## src/rtl/hdlc_line_monitor.sv

```systemverilog
`timescale 1ns/1ps
module hdlc_line_monitor #(
  parameter int FLAG_W = 8,
  parameter logic [FLAG_W-1:0] FLAG_PATTERN = 8'h7E,
  parameter int IDLE_RUN = 15
) (
  input  logic       clk,
  input  logic       rst,
  input  logic       bit_valid,
  input  logic       bit_in,
  input  logic       carrier_in,
  output logic [7:0] status_byte
);

  localparam int CNT_W  = $clog2(FLAG_W);
  localparam int RUN_W  = $clog2(IDLE_RUN + 1);
  localparam logic [CNT_W-1:0] LAST = CNT_W'(FLAG_W - 1);
  localparam logic [RUN_W-1:0] RUN_TOP = RUN_W'(IDLE_RUN);

  logic [FLAG_W-1:0] hist;
  logic [FLAG_W-1:0] hist_next;
  logic [CNT_W-1:0]  fill;
  logic [CNT_W-1:0]  win;
  logic [RUN_W-1:0]  run;
  logic              holding;
  logic              full_now;
  logic              match;
  logic              idle;

  assign hist_next = {hist[FLAG_W-2:0], bit_in};
  assign full_now  = (fill == LAST);
  assign match     = full_now && (hist_next == FLAG_PATTERN);
  assign idle      = (run == RUN_TOP);

  always_ff @(posedge clk) begin
    if (rst) begin
      hist    <= '0;
      fill    <= '0;
      win     <= '0;
      run     <= '0;
      holding <= 1'b0;
    end else if (bit_valid) begin
      hist <= hist_next;
      if (!full_now) fill <= fill + 1'b1;

      if (!holding) begin
        if (match) begin
          holding <= 1'b1;
          win     <= '0;
        end
      end else if (win == LAST) begin
        win     <= '0;
        holding <= match;
      end else begin
        win <= win + 1'b1;
      end

      if (!bit_in)             run <= '0;
      else if (run != RUN_TOP) run <= run + 1'b1;
    end
  end

  assign status_byte = {5'b00000, holding, carrier_in, idle};

endmodule

```

## config.mk

```make
export PLATFORM = sky130hd
export DESIGN_NAME = hdlc_line_monitor
export DESIGN_NICKNAME = d
export VERILOG_FILES = /design/src/rtl/hdlc_line_monitor.sv
export SDC_FILE = /design/constraint.sdc
export NUM_CORES = 1
export LEC_CHECK = 0
export BUFFER_PORTS_ARGS = -buffer_cell sky130_fd_sc_hd__buf_2
export CAP_MARGIN = 10
export CORE_UTILIZATION = 40
export CTS_CLUSTER_SIZE = 20
export DETAILED_ROUTE_END_ITERATION = 10
export PLACE_DENSITY_LB_ADDON = 0.12
export SETUP_SLACK_MARGIN = 0.5
export SLEW_MARGIN = 20
export SYNTH_ARGS = -nofsm -noshare
export SYNTH_HDL_FRONTEND = slang
export SYNTH_SLANG_ARGS = --single-unit
export TNS_END_PERCENT = 20
```

## constraint.sdc

```tcl
create_clock -name clk -period 3.6 [get_ports clk]
set_input_delay 0.54 -clock clk [delete_from_list [all_inputs] [get_ports clk]]
set_output_delay 0.54 -clock clk [all_outputs]
set_load 0.02 [all_outputs]
```

## Word level (Yosys, flattened, before mapping)

Cells that the tools add are included.

- Flip-flop bits (word level): 18
- Latch bits: 0
- Bits in writable memories: 0
- Bits in read-only memories: 0
- Input port bits: 5
- Output and inout bits: 8
- Word-level logic and storage cells: 28
- Memories kept: 0

- $add $sub $neg: 3
- Multiply operators: 0
- Div/mod/pow operators: 0
- Magnitude comparators: 0
- Equality and inequality tests: 6
- Shifts and indexed selects: 0
- Muxes and demuxes: 8
- Bitwise logic cells: 1
- Reduce and logical (&&, ||, !) cells: 5

Operators with widths:

| cell | count |
|---|---|
| $mux 3 | 3 |
| $eq 8x7->1 const B | 1 |
| $mux 4 | 2 |
| $add 3x1->3 const B | 2 |
| $eq 3x3->1 const B | 2 |
| $reduce_and 2->1 | 3 |
| $add 4x1->4 const B | 1 |
| $eq 4x4->1 const B | 1 |
| $ne 4x4->1 const B | 1 |
| $mux 1 | 3 |
| $ne 2x1->1 const B | 1 |
| $reduce_bool 2->1 | 1 |
| $logic_and 1x1->1 | 1 |
| $not 1->1 | 1 |

## Depth between registers and ports, before layout

- Depth in word-level cells: 4
- Mapped depth: 5
- Mapped depth without buffers: 5

## Least setup slack after synthesis

No wires, ideal clock.

- Path kind: reg-to-output
- Start: register run[0]
- End: output port status_byte[0]
- Arrival time: 0.864 ns
- Data required time: 3.060 ns
- Path slack: 2.196 ns
- Cell stages (with the launch flop): 5
- Buffers on the path: 1
- Cells stage by stage: dfxtp_1 -> ha_1 -> nand3_1 -> inv_1 -> buf_4

- Cells in the longest elaborated chain, start to end: 1

Ends and longest elaborated chain:

| item | line | text |
|---|---|---|
| start: declaration | 24 | `logic [RUN_W-1:0] run;` |
| start signal: assignment | 59 | `else if (run != RUN_TOP) run <= run + 1'b1;` |
| $eq 4x4->1 | 33 | `assign idle = (run == RUN_TOP);` |
| end: declaration | 12 | `output logic [7:0] status_byte` |

No other way between the ends.

## Worst setup path after layout

Ends and elaborated chain as after synthesis.

==> results by group <==
Drt
  – Routed wire length: approximately 1.4 mm
  – Drt pass-1 iters: 4
  – Detail Route Antenna Nets: 0
  – DRC viols: 0
  – WL/cell: between 10 and 15 µm
  – Vias/cell: just over 5
  – Via count: around 620
  – First DRT Iteration DRCs: 11

Power and ir drop
  – Clk pwr share: 34.1%
  – Sw Ratio: between 20% and 30%
  – Pint: approximately 0.00027 W
  – Part of the power in combinational logic: 7.6%
  – Final Total Pwr: ~0.00036 W
  – IR drop worst, VDD: approximately 0.21 mV
  – Sw Pwr: 0.00008081 W
  – Leakage: about 0.37 nW
  – Power Density: ~400 nW/µm²
  – Register share of total power: approximately three fifths

Critical path
  – CP max FO: 5
  – Crit-path leading delay family: flip-flops
  – Crit-path max cell delay: 0.40 ns
  – FF-to-FF setup slack: approximately 2.2 ns
  – Startpoint type of the worst setup path: register
  – CP bufs+invs: 2
  – Worst Path Required: 3.06 ns
  – Critical path class: reg -> out
  – Stages on worst setup path: 4
  – Slowest cell on crit path: dfxtp_1
  – Critical path cell sequence: ha_1 -> nand3_1 -> inv_1 -> buf_2
  – Worst setup endpoint: status_byte[0]
  – Cells on worst reg2reg path: 5
  – Data arrival, critical path: about 1.3 ns
  – Worst Setup End Kind: output pin
  – Worst Setup SP: run[0]
  – Reg-to-Reg Start: fill[0]
  – RR Endpoint: win[0]

Timing
  – Clock skew: between 0.004 and 0.005 ns
  – Setup slack after layout: between 1.5 and 2 ns
  – TNS Setup: 0 ns
  – Fin crit share: 51.54%
  – Fin crit period: around 1.9 ns
  – Final slew viol count: 0
  – RSZ-0062 raised after global routing: false
  – FMAX: between 500 and 600 MHz
  – # setup viols final: 0
  – Final hold vios: 0

Clocking
  – CTS root buffer: clkbuf_4
  – Clk Latency, worst-skew pair: 0.29 ns
  – CTS Buf Count: 3
  – Post-CTS Hold Fix Bufs: 0
  – Cts repair resizes: 0
  – Worst-path clk slew: around 0.10 ns
  – H-tree lvl count: 1
  – CTS tree: yes
  – Clk sinks: 18
  – Post-CTS Setup Bufs: 0
  – Max clock buf depth: 2

Outcome
  – Outcome: finished clean

GRT
  – GRT overflow: 0
  – Number of global-route vias before repair: about 600
  – First-pass GRT wire length: ~2.5 mm
  – Initial antenna violation count: 0
  – Total GRT Usage: ~14%
  – Largest net degree at the start of global routing: 20

Synthesis
  – Post-Synth Simple-Gate Area: between 10% and 20%
  – Mapped Area: between 800 and 900 µm²
  – Synth warn: 0
  – Post-synthesis cell count: 93
  – Post-synthesis sequential area ratio: about two fifths
  – XOR/XNOR share of the synthesized area: between 1 and 1.5%
  – Largest family of logic cells by synthesized area: simple AND/OR/NAND/NOR gates
  – Synth Area in Adders: under 10%
  – Mux cell area share after synthesis: just over 9%
  – Flops & latches, synth: 18
  – Mean Syn Cell Area: 9.283 µm²
  – Compound-Gate Fraction of Synth Area: between 10% and 20%
  – Count of different cell masters after synthesis: 26

Floorplanning
  – Die W: ~48 µm
  – Die ar.: between 2000 and 2500 µm²
  – Core ar.: approximately 2000 µm²
  – Die H: ~48 µm
  – Initial core utilization: 43.13%
  – Rows: 16
  – Io pins: 13

Cells and area
  – Fillcell total: 208
  – Antenna Cells: 0
  – Most frequent cells in the layout: dfxtp_1, nor2_1, mux2i_1, a21oi_1, nand2_1
  – Fin nets: ~110
  – Most common cell after layout, fill and taps aside: dfxtp_1
  – Area growth syn-to-layout: 3.333%
  – Layout cells sized above 1: around an eighth

Job
  – Max-Cap Viols: 0

Place
  – # port buffers: 5
  – DP Wirelength: just under 1 mm
  – Setup Slack @ Placement: between 1.5 and 2 ns
  – GP Congestion: ~0.76

Min path
  – Min-Delay Path Class: reg -> reg
[layer usage]
metal	GRT usage (%)	vias up	wire [µm]	part of all wire, %
li1	-	320	-	-
met2	21.60	12	640	46
met5	0	-	0	0
met1	17.06	285	669	48
met3	2.516	2	61	4.4
met4	7.843	0	14	1.0
[worst reg2reg max path, delay by kind of cell, from the launching register on]
kind / cells / cell delay, ns
flip-flops: 1 / 0.36
AND/OR/NAND/NOR: 1 / 0.19
adder cells (fa/ha/maj): 2 / 0.30
AO/OA/AOI/OAI: 2 / 0.50
[state kept, by name (all words and copies together), names as in the netlist]
| register | flops |
|---|---|
| hist | 7 |
| run | 4 |
| fill | 3 |
| win | 3 |
| holding | 1 |
[worst min-delay path by stage]
stage                 start  endpoint  slack [ns]  depth (start not counted)
floorplan           hist[6]   hist[6]        0.45                          2
global placement    hist[6]   hist[6]        0.48                          2
detailed placement  hist[1]   hist[1]        0.48                          2
CTS                 hist[1]   hist[1]        0.50                          2
global route        hist[1]   hist[1]        0.54                          2
finish              hist[1]   hist[1]        0.50                          2
[cell usage after synthesis (all sizes together)]
cell | count | area share [%]
xnor2 | 1 | 1.0
a21oi | 8 | 5.1
conb | 1 | 0.43
o21ai | 3 | 1.7
buf | 12 | 9.4
nor3 | 1 | 0.58
nand4b | 3 | 3.0
and2b | 1 | 0.87
nand2 | 7 | 3.3
and4 | 1 | 1.0
nand3 | 4 | 2.3
ha | 5 | 7.2
o32ai | 1 | 1.0
nand4 | 1 | 0.73
a211oi | 1 | 0.87
dfxtp | 18 | 42
mux2i | 8 | 9.3
a41oi | 1 | 1.0
o311ai | 3 | 3.0
nor2 | 9 | 3.9
inv | 2 | 0.87
or3 | 2 | 1.4
[cell families (layout without fill, tap and decap cells)]
kind of cell / after synthesis / count (layout)
muxes: 8 / 8
AOI/OAI and AO/OA: 17 / 17
DFF: 18 / 18
other: 1 / 5
adders and majority gates: 5 / 5
xor gates and xnor gates: 1 / 1
and+or+nand+nor: 29 / 29
buffers and inverters: 14 / 11
[through the flow]
stage | cells | util (%) | hold WS (ns) | cell area, µm²
global placement | 117 | 42.75 | 0.4768 | 855.8
CTS | 121 | 44.56 | 0.5028 | 892.1
detailed placement | 117 | 42.75 | 0.4833 | 855.8
finish | 121 | 44.56 | 0.4995 | 892.1
floorplan | 97 | - | 0.4509 | 878.3
global route | 121 | 44.56 | 0.5372 | 892.1
[final cells by class]
| cell class | instances | area, µm² | area share [%] |
|---|---|---|---|
| flip-flops and latches | 18 | 360.3 | 40.39 |
| inverters | 2 | 7.507 | 0.8415 |
| clock buffers | 4 | 36.28 | 4.067 |
| multi-input cells | 65 | 429.2 | 48.11 |
| well taps | 27 | 33.78 | 3.787 |
| repair buffers | 5 | 25.02 | 2.805 |
[power groups by stage]
stage                     Clock (W)  Combinational [W]  Sequential (W)
after detailed placement          0          0.0000270        0.000212
after global routing       0.000141          0.0000305        0.000208
final                      0.000121          0.0000270        0.000207
after floorplan                   0          0.0000292        0.000211
after CTS                  0.000127          0.0000272        0.000207
after global placement            0          0.0000269        0.000212
(Power assumes the default switching activity.)
